<file path="src/rtl/cab_pkg.sv">
package cab_pkg;
    typedef enum logic [2:0] {
        ST_IDLE,
        ST_PULL,
        ST_SETUP,
        ST_ACCESS,
        ST_PUSH
    } cab_state_e;
endpackage

</file>
<file path="src/rtl/cab_pull_fifo.sv">
module cab_pull_fifo #(
    parameter int DATA_W = 32,
    parameter int DEPTH  = 16
) (
    input  logic              clk,
    input  logic              rst_n,
    input  logic              wr_en,
    input  logic [DATA_W-1:0] wr_data,
    input  logic              rd_en,
    output logic [DATA_W-1:0] rd_data
);
    localparam int AW = $clog2(DEPTH);

    logic [DATA_W-1:0] mem [DEPTH];
    logic [AW-1:0]     wptr_q, rptr_q;
    logic [AW:0]       count_q;
    logic              full, empty;

    assign full    = (count_q == (AW+1)'(DEPTH));
    assign empty   = (count_q == '0);
    assign rd_data = mem[rptr_q];

    always_ff @(posedge clk or negedge rst_n) begin
        if (!rst_n) begin
            wptr_q  <= '0;
            rptr_q  <= '0;
            count_q <= '0;
        end else begin
            if (wr_en) wptr_q <= wptr_q + AW'(1);
            if (rd_en) rptr_q <= rptr_q + AW'(1);
            unique case ({wr_en, rd_en})
                2'b10:   count_q <= count_q + (AW+1)'(1);
                2'b01:   count_q <= count_q - (AW+1)'(1);
                default: count_q <= count_q;
            endcase
        end
    end

    always_ff @(posedge clk) begin
        if (wr_en) mem[wptr_q] <= wr_data;
    end

    a_r7_no_overflow: assert property (@(posedge clk) disable iff (!rst_n)
        wr_en |-> !full);
    a_r7_no_underflow: assert property (@(posedge clk) disable iff (!rst_n)
        rd_en |-> !empty);
endmodule

</file>
<file path="src/rtl/cab_sel_decode.sv">
module cab_sel_decode #(
    parameter int ADDR_W = 16,
    parameter int DEV_W  = 4,
    parameter int N_DEV  = 15
) (
    input  logic [ADDR_W-1:0] addr,
    input  logic              sel_en,
    output logic              hit,
    output logic [N_DEV-1:0]  sel
);
    logic [DEV_W-1:0] dev_idx;

    assign dev_idx = addr[ADDR_W-1 -: DEV_W];
    assign hit     = (int'(dev_idx) < N_DEV);

    for (genvar g = 0; g < N_DEV; g++) begin : g_sel
        assign sel[g] = sel_en && (dev_idx == DEV_W'(g));
    end
endmodule

</file>
<file path="src/rtl/cab_seq.sv">
module cab_seq
    import cab_pkg::*;
#(
    parameter int ADDR_W = 16,
    parameter int LEN_W  = 4,
    parameter int DATA_W = 32
) (
    input  logic              clk,
    input  logic              rst_n,
    input  logic              cmd_valid,
    input  logic              cmd_write,
    input  logic [ADDR_W-1:0] cmd_addr,
    input  logic [LEN_W-1:0]  cmd_len,
    output logic              cmd_ready,
    output logic              pull_req,
    input  logic              pull_gnt,
    input  logic              pull_valid,
    output logic              fifo_wr,
    output logic              fifo_rd,
    output logic              push_req,
    input  logic              push_gnt,
    output logic [DATA_W-1:0] push_data,
    output logic [ADDR_W-1:0] bus_addr,
    output logic              bus_write,
    output logic              bus_enable,
    output logic              sel_en,
    input  logic              dev_hit,
    input  logic              bus_ready,
    input  logic [DATA_W-1:0] bus_rdata
);
    localparam int STEP = DATA_W / 8;

    cab_state_e        state_q, state_d;
    logic [ADDR_W-1:0] addr_q;
    logic              write_q;
    logic [LEN_W-1:0]  left_q, pulled_q;
    logic [DATA_W-1:0] rdata_q;
    logic              take, word_done, last, step;

    assign take      = (state_q == ST_PULL) && pull_gnt && pull_valid;
    assign word_done = ((state_q == ST_SETUP) && !dev_hit) ||
                       ((state_q == ST_ACCESS) && bus_ready);
    assign last      = (left_q == LEN_W'(1));
    assign step      = (word_done && write_q) || ((state_q == ST_PUSH) && push_gnt);

    // state register
    always_ff @(posedge clk or negedge rst_n) begin
        if (!rst_n) state_q <= ST_IDLE;
        else        state_q <= state_d;
    end

    // next state
    always_comb begin
        state_d = state_q;
        unique case (state_q)
            ST_IDLE:
                if (cmd_valid) state_d = cmd_write ? ST_PULL : ST_SETUP;
            ST_PULL:
                if (take && (pulled_q == left_q - LEN_W'(1))) state_d = ST_SETUP;
            ST_SETUP:
                if (dev_hit)      state_d = ST_ACCESS;
                else if (!write_q) state_d = ST_PUSH;
                else              state_d = last ? ST_IDLE : ST_SETUP;
            ST_ACCESS:
                if (bus_ready) begin
                    if (!write_q) state_d = ST_PUSH;
                    else          state_d = last ? ST_IDLE : ST_SETUP;
                end
            ST_PUSH:
                if (push_gnt) state_d = last ? ST_IDLE : ST_SETUP;
            default: state_d = ST_IDLE;
        endcase
    end

    // outputs
    always_comb begin
        cmd_ready  = (state_q == ST_IDLE);
        pull_req   = (state_q == ST_PULL);
        push_req   = (state_q == ST_PUSH);
        sel_en     = (state_q == ST_SETUP) || (state_q == ST_ACCESS);
        bus_enable = (state_q == ST_ACCESS);
        bus_write  = write_q && sel_en;
        bus_addr   = addr_q;
        push_data  = rdata_q;
        fifo_wr    = take;
        fifo_rd    = word_done && write_q;
    end

    // datapath
    always_ff @(posedge clk or negedge rst_n) begin
        if (!rst_n) begin
            addr_q   <= '0;
            write_q  <= 1'b0;
            left_q   <= '0;
            pulled_q <= '0;
            rdata_q  <= '0;
        end else begin
            if (state_q == ST_IDLE && cmd_valid) begin
                addr_q   <= cmd_addr;
                write_q  <= cmd_write;
                left_q   <= (cmd_len == '0) ? LEN_W'(1) : cmd_len;
                pulled_q <= '0;
            end
            if (take) pulled_q <= pulled_q + LEN_W'(1);
            if (word_done && !write_q) rdata_q <= dev_hit ? bus_rdata : '0;
            if (step) begin
                left_q <= left_q - LEN_W'(1);
                addr_q <= addr_q + ADDR_W'(STEP);
            end
        end
    end

    a_r1_pull_before_bus: assert property (@(posedge clk) disable iff (!rst_n)
        pull_req |-> !sel_en);
    a_r3_setup_first: assert property (@(posedge clk) disable iff (!rst_n)
        $rose(bus_enable) |-> ($past(sel_en) && $stable(bus_addr)));
    a_r3_hold_access: assert property (@(posedge clk) disable iff (!rst_n)
        (bus_enable && !bus_ready) |=> (bus_enable && $stable(bus_addr) && $stable(bus_write)));
    a_r4_enable_gap: assert property (@(posedge clk) disable iff (!rst_n)
        (bus_enable && bus_ready) |=> !bus_enable);
    a_r6_push_hold: assert property (@(posedge clk) disable iff (!rst_n)
        (push_req && !push_gnt) |=> (push_req && $stable(push_data)));
    a_r8_miss_no_access: assert property (@(posedge clk) disable iff (!rst_n)
        (sel_en && !bus_enable && !dev_hit) |=> !bus_enable);
    a_r9_stall: assert property (@(posedge clk) disable iff (!rst_n)
        cmd_ready |-> (!sel_en && !pull_req && !push_req));
endmodule

</file>
<file path="src/rtl/cmd_apb_bridge.sv">
module cmd_apb_bridge #(
    parameter int ADDR_W = 16,
    parameter int DATA_W = 32,
    parameter int LEN_W  = 4,
    parameter int DEV_W  = 4,
    parameter int N_DEV  = 15
) (
    input  logic              clk,
    input  logic              rst_n,
    input  logic              cmd_valid,
    output logic              cmd_ready,
    input  logic              cmd_write,
    input  logic [ADDR_W-1:0] cmd_addr,
    input  logic [LEN_W-1:0]  cmd_len,
    output logic              pull_req,
    input  logic              pull_gnt,
    input  logic              pull_valid,
    input  logic [DATA_W-1:0] pull_data,
    output logic              push_req,
    input  logic              push_gnt,
    output logic [DATA_W-1:0] push_data,
    output logic [ADDR_W-1:0] apb_addr,
    output logic [N_DEV-1:0]  apb_sel,
    output logic              apb_enable,
    output logic              apb_write,
    output logic [DATA_W-1:0] apb_wdata,
    input  logic [DATA_W-1:0] apb_rdata,
    input  logic              apb_ready
);
    localparam int FIFO_DEPTH = 2 ** LEN_W;

    logic fifo_wr, fifo_rd, sel_en, dev_hit;

    cab_seq #(.ADDR_W(ADDR_W), .LEN_W(LEN_W), .DATA_W(DATA_W)) u_seq (
        .clk(clk), .rst_n(rst_n),
        .cmd_valid(cmd_valid), .cmd_write(cmd_write), .cmd_addr(cmd_addr),
        .cmd_len(cmd_len), .cmd_ready(cmd_ready),
        .pull_req(pull_req), .pull_gnt(pull_gnt), .pull_valid(pull_valid),
        .fifo_wr(fifo_wr), .fifo_rd(fifo_rd),
        .push_req(push_req), .push_gnt(push_gnt), .push_data(push_data),
        .bus_addr(apb_addr), .bus_write(apb_write), .bus_enable(apb_enable),
        .sel_en(sel_en), .dev_hit(dev_hit),
        .bus_ready(apb_ready), .bus_rdata(apb_rdata)
    );

    cab_pull_fifo #(.DATA_W(DATA_W), .DEPTH(FIFO_DEPTH)) u_fifo (
        .clk(clk), .rst_n(rst_n),
        .wr_en(fifo_wr), .wr_data(pull_data),
        .rd_en(fifo_rd), .rd_data(apb_wdata)
    );

    cab_sel_decode #(.ADDR_W(ADDR_W), .DEV_W(DEV_W), .N_DEV(N_DEV)) u_dec (
        .addr(apb_addr), .sel_en(sel_en), .hit(dev_hit), .sel(apb_sel)
    );

    a_r2_onehot_sel: assert property (@(posedge clk) disable iff (!rst_n)
        $onehot0(apb_sel));
    a_r8_enable_needs_sel: assert property (@(posedge clk) disable iff (!rst_n)
        apb_enable |-> (apb_sel != '0));
endmodule

</file>
<file path="config.mk">
export PLATFORM = sky130hd
export DESIGN_NAME = cmd_apb_bridge
export DESIGN_NICKNAME = d
export VERILOG_FILES = /design/src/rtl/cab_pkg.sv /design/src/rtl/cab_pull_fifo.sv /design/src/rtl/cab_sel_decode.sv /design/src/rtl/cab_seq.sv /design/src/rtl/cmd_apb_bridge.sv
export SDC_FILE = /design/constraint.sdc
export NUM_CORES = 1
export LEC_CHECK = 0
export ABC_AREA = 1
export ABC_CLOCK_PERIOD_IN_PS = 8900
export BUFFER_PORTS_ARGS = -buffer_cell sky130_fd_sc_hd__buf_2
export CORE_MARGIN = 2
export CORE_UTILIZATION = 60
export DETAILED_ROUTE_END_ITERATION = 6
export GPL_TIMING_DRIVEN = 0
export PLACE_DENSITY_LB_ADDON = 0.15
export REMOVE_ABC_BUFFERS = 1
export SYNTH_ARGS = -nofsm -noshare
export SYNTH_HDL_FRONTEND = slang
export SYNTH_SLANG_ARGS = --single-unit
</file>
<file path="constraint.sdc">
create_clock -name clk -period 8.9 [get_ports clk]
set_input_delay 1.335 -clock clk [delete_from_list [all_inputs] [get_ports clk]]
set_output_delay 1.335 -clock clk [all_outputs]
set_load 0.05 [all_outputs]
</file>
## Yosys cells after proc, flatten, opt, wreduce, memory -nomap -nowiden

Memories as Yosys holds them, arrays and structs flattened.
Cells that the tools add are included.

- Flip-flop bits (word level): 68
- Bits in writable memories: 512
- Bits of input ports: 92
- Output and inout bits: 100
- Logic and storage cells: 94
- Memories: 1

Memories:

| name | depth | width | read ports | clocked after Yosys merged registers in | wr ports | line | text |
|---|---|---|---|---|---|---|---|
| u_fifo.mem | 16 | 32 | 1 | 0 | 1 | cab_pull_fifo.sv:14 | `logic [DATA_W-1:0] mem [DEPTH];` |

- $add $sub $neg: 5
- Order comparisons: 1
- Eq/ne operators: 24
- Multiplexer cells: 19
- Reduce and logical (&&, ||, !) cells: 36

Operators by type and width:

| kind | number |
|---|---|
| $mux W16 | 2 |
| $mux W32 | 1 |
| $eq A4 B4 Y1 const B | 7 |
| $logic_and A1 B1 Y1 | 25 |
| $mux W4 | 5 |
| $mux W3 | 6 |
| $add A16 B3 Y16 const B | 1 |
| $eq A4 B3 Y1 const B | 4 |
| $pmux W3 S5 | 1 |
| $add A4 B1 Y4 const B | 3 |
| $eq A4 B1 Y1 const B | 2 |
| $eq A4 B2 Y1 const B | 2 |
| $logic_not A4 Y1 | 2 |
| $eq A3 B2 Y1 const B | 2 |
| $ne A2 B1 Y1 const B | 3 |
| $eq A4 B4 Y1 | 1 |
| $lt A4 B4 Y1 const B | 1 |
| $mux W2 | 2 |
| $reduce_and A4 Y1 | 1 |
| $reduce_bool A2 Y1 | 2 |
| $sub A4 B1 Y4 const B | 1 |
| $eq A3 B1 Y1 const B | 1 |
| $eq A3 B3 Y1 const B | 1 |
| $logic_not A3 Y1 | 1 |
| other kinds (4) | 8 |

## Logic depth before layout (Yosys ltp)

- Word-level depth: 7
- Depth in mapped cells: 12
- Depth with buffers taken out: 12

## Cells and area by module

From an unflattened synthesis, not the netlist that was laid out.

- Cells, all modules: 2555
- Area total of the unflattened synthesis: 25679.6 um^2

Modules (own cells, without submodules):

| module | instances | cells each | area each (um^2) | sequential area each (um^2) |
|---|---|---|---|---|
| cab_pull_fifo | 1 | 2117 | 22421.5 | 15574.9 |
| cab_seq | 1 | 405 | 3126.7 | 1501.4 |
| cab_sel_decode | 1 | 33 | 131.4 | 0.0 |

## Least setup slack after synthesis

Ideal clock, no wire load.

- Path type: input -> register
- Start: in pull_valid
- End: mem u_fifo.mem[7][0] (enable)
- Library setup time: 461 ps
- Arrival time: 4071 ps
- Required time: 8439 ps
- Path slack: 4367 ps
- Cell stages on the path: 5
- Path buffers: 1
- Cell sequence: nand2_1 > nor2_1 > buf_2 > nand2_1 > nor3_1

- Longest elaborated chain between the ends: 3

RTL lines:

| item | line | text |
|---|---|---|
| start, declared | cmd_apb_bridge.sv:17 | `input logic pull_valid,` |
| $logic_and A1 B1 Y1 | cab_seq.sv:40 | `assign take = (state_q == ST_PULL) && pull_gnt && pull_valid;` |
| $mux W1 | cab_pull_fifo.sv:40 | `if (wr_en) mem[wptr_q] <= wr_data;` |
| $mux W1 (implied by the code) | cab_pull_fifo.sv:40 |  |
| end, declared | cab_pull_fifo.sv:14 |  |

Every way passes these cells.

## Worst setup path after layout

- Start: reg u_fifo.rptr_q[0]
- End: out apb_wdata[14]

- Longest elaborated chain between the ends: 1

RTL lines:

| item | line | text |
|---|---|---|
| start, declared | cab_pull_fifo.sv:15 | `logic [AW-1:0] wptr_q, rptr_q;` |
| start signal, assigned | cab_pull_fifo.sv:30 | `if (rd_en) rptr_q <= rptr_q + AW'(1);` |
| $mem_v2 Z16 W32 | n/a |  |
| end, declared | cmd_apb_bridge.sv:26 | `output logic [DATA_W-1:0] apb_wdata,` |

Every way passes these cells.

==> impl_metrics.py <==
metrics = {
    "floorplanning": {
        "chipWidth_um": 203,
        "y_dimension_of_the_die_um": 203,
        "die_footprint_um2": 41100,
        "floorplan.rows": 72,
        "io_pins": 192,
        "initial_utilization": 0.610,
        "fp.coreArea_um2": 38800,
    },
    "power": {
        "cellPowerDensity_nw_per_um2": 328,
        "switchingPower_mw": 3.58,
        "seq_power_share": 0.380,
        "p_leak_nw": 9.77,
        "vdd_ir_drop_max_mv": 0.230,
        "p_sw_frac": 0.402,
        "total_power_mw": 8.92,
        "internal_power_mw": 5.34,
        "power_frac_comb": 0.365,
        "power_frac_clock": 0.254,
    },
    "timing": {
        "achievable-frequency_mhz": 191,
        "fin_tns_setup_ns": 0,
        "setup_viol": 0,
        "fin_worst_skew_ns": 0.0102,
        "slew_viol_final": 0,
        "hold-worst-slack_ns": 0.476,
        "finalWorstPathRequiredPeriod_ns": 5.23,
        "tightest_pin_transition_ns": 1.17,
        "period_share": 0.588,
        "final_hold_viol_count": 0,
        "setup_repair_after_global_routing_missed_its_margin": "no",
        "slew_headroom": 0.217,
    },
    "synth": {
        "synth_flop_cell": "edfxtp_1",
        "netlist.area_leader.share": 0.650,
        "post_synth_edffs": 512,
        "netlist-cell-type-count": 34,
        "mean_syn_cell_area_um2": 12.0,
        "synth-seq-cells": 580,
        "synthesized_area_fraction_occupied_by_ao_oa_aoi_and_oai_cells": 0.108,
        "mappedNetlistArea_um2": 23700,
        "main_combinational_cell_family_by_area_after_synthesis": "simple AND/OR/NAND/NOR gates",
        "synth_top_cells_by_area": "edfxtp_1 (65%), dfrtp_1 (7.2%), nor2_1 (6.8%)",
        "synthXorXnorAreaFrac": 0.00481,
        "synth.most_common_cell": "edfxtp_1",
        "post_synth_and_or_nand_nor_area_fraction": 0.129,
        "muxShareOfSynthArea": 0,
        "yosysWarningCount": 0,
        "adder_cell_share_of_the_synthesized_area": 0.00476,
        "yosys.area.top_type": "edfxtp_1",
        "fraction_of_the_yosys_area_taken_by_sequential_cells": 0.722,
        "async_set_or_reset_flop_fraction_in_the_synthesized_netlist": 0.117,
        "synth_top_cells_by_count": "edfxtp_1 (512), nor2_1 (427), o21ai_0 (240)",
        "cells_after_synth": 1970,
    },
    "setup_path": {
        "worst-path-max-fanout": 144,
        "critical_path.cell_chain": "buf_16 -> inv_8 -> buf_16 -> nor2_1 -> nor2_1 -> o21ai_0 -> o211ai_1 -> nand3_1 -> nand2_1 -> buf_2",
        "cp-end-kind": "output pin",
        "worst_path_max_delay_cell": "dfrtp_4",
        "timing.setup.critical_path_class": "reg -> out",
        "crit_arrival_ns": 3.90,
        "timing.critical_path.slowest_cell_delay_ns": 0.77,
        "worstPathRequired_ns": 7.57,
        "cp-start-kind": "register",
    },
    "place": {
        "buffer_ports.inserted": 191,
        "placedCellCount": 2586,
        "gp_congestion": 0.809,
        "detailedPlacementHpwl_mm": 30.2,
    },
    "routing": {
        "pre_antenna_drt_iters": 5,
        "wire_per_inst_um": 20.2,
        "detailroute.via_count": 15700,
        "remaining_drc_errors": 0,
        "drtIter0Drc": 1492,
        "wl_mm": 54.4,
        "detail_routed_via_count_per_cell": 5.84,
        "antenna_nets_post_route": 0,
    },
    "clock_network": {
        "cts_resized": 0,
        "tritoncts": "done",
        "clock_transition_at_the_register_clock_pins_on_the_worst_setup_and_hold_paths_after_cts_ns": 0.06,
        "cts_htree_levels": 2,
        "clock_sink_count": 580,
        "clockRootBuffer": "clkbuf_16",
        "cts-root-to-sink-buffers": 3,
        "clock_insertion_delay_worst_skew_ns": 0.59,
        "cts_inserted_buffers": 55,
        "hold_buffers": 0,
        "post_cts_buffers": 0,
    },
    "global_route": {
        "grt_overflow": 0,
        "grt_start_max_net_pins": 145,
        "grt_first_pass_wirelength_mm": 84.0,
        "grt_pass1_vias": 15400,
        "antenna_violations_before_repair": 3,
        "grt_usage": 0.266,
    },
    "final_layout": {
        "final_core_utilization": 0.701,
        "number_of_standard_cells_in_the_final_layout_excluding_fillers": 2692,
        "nets": 2226,
        "layout-drive-gt1-share": 0.156,
        "areaGrowthSynthToFinish_pct": 15.0,
    },
    "run": {
        "max-cap-violations": 0,
    },
    "worst_hold_path": {
        "timing.hold.worst.class": "reg -> reg",
    },
    "run_status": {
        "status": "completed",
    },
}
-- final cells by class --
type	instances	area [um2]
tap	518	648
sequential	580	17100
timing repair buffer	219	1570
inverter	46	183
multi-input combinational	1223	5950
fill	2650	11600
clock inverter	23	189
clock buffer	79	1580
antenna	4	10.0
-- state kept, by name, indices dropped and copies added, names as in the netlist --
| name | flops |
|---|---|
| u_seq.write_q | 1 |
| u_seq.push_data | 32 |
| u_seq.pulled_q | 4 |
| u_fifo.rptr_q | 4 |
| u_seq.left_q | 4 |
| u_seq.state_q | 3 |
| u_seq.bus_addr | 16 |
| u_fifo.mem | 512 |
| u_fifo.wptr_q | 4 |
-- placed cells by master (no fill, tap or decap), types with 4 or more instances in the layout --
cell / instances
inv_1: 39
inv_2: 4
xor2_1: 11
clkinv_2: 10
nor2_1: 412
buf_16: 11
nand3_1: 94
buf_2: 190
clkbuf_16: 57
ha_1: 9
edfxtp_1: 512
o21ai_0: 240
diode_2: 4
buf_12: 13
clkinv_1: 8
o211ai_1: 129
nor3_1: 5
clkbuf_8: 6
nand2_1: 212
nor2_4: 16
dfrtp_1: 64
clkbuf_1: 13
o21ai_1: 71
-- critical path: cells and delay by family, from the launching register on --
kind | cells | cell delay (ns)
AO/OA/AOI/OAI | 2 | 0.20
buffers and inverters | 4 | 1.72
flip-flops | 1 | 0.77
AND/OR/NAND/NOR | 4 | 0.49
-- power groups by stage --
stage                     logic (mW)  clock network [mW]  registers, mW
after floorplan                 1.93                   0           3.85
after global placement          2.98                   0           3.69
after detailed placement        3.26                   0           3.43
after CTS                       3.27                2.30           3.38
after global routing            3.57                2.40           3.41
final                           3.26                2.27           3.39
-- stage by stage --
| stage | area (um2) | setup WS (ns) |
|---|---|---|
| 6_report | 27200 | 3.67 |
| 5_1_grt | 27200 | 3.42 |
| 4_1_cts | 27200 | 3.66 |
| 3_5_place_dp | 25400 | 4.29 |
| 3_3_place_gp | 24700 | -7.31 |
| 2_1_floorplan | 23100 | -0.123 |
-- cells by family after synthesis --
group	count (synthesis)
simple gates	756
buf+inv	167
compound gates	445
fa+ha+maj	9
flops	580
xor+xnor	13
-- routing by layer --
layer | global-route usage | part of all wire | routed length, um
met3 | 0.0465 | 0.077 | 4170
met4 | 0.102 | 0.030 | 1620
met2 | 0.427 | 0.48 | 26200
met5 | 0 | 0 | 0
met1 | 0.369 | 0.41 | 22500
-- path summary, 6_finish.rpt --
kind,startpoint,endpoint,slack [ns],cells past startpoint
setup / recovery,u_fifo.rptr_q[0],apb_wdata[14],3.67,10
hold / removal,u_seq.push_data[19],u_seq.push_data[19],0.48,2
setup reg to reg,u_seq.state_q[2],u_fifo.mem[7][4],5.25,9
hold reg to reg,u_seq.push_data[19],u_seq.push_data[19],0.48,2
max in group asynchronous,rst_n,u_fifo.rptr_q[1],7.38,1
min in group asynchronous,rst_n,u_seq.bus_addr[9],0.84,1
Power figures use the tool's default switching activity.
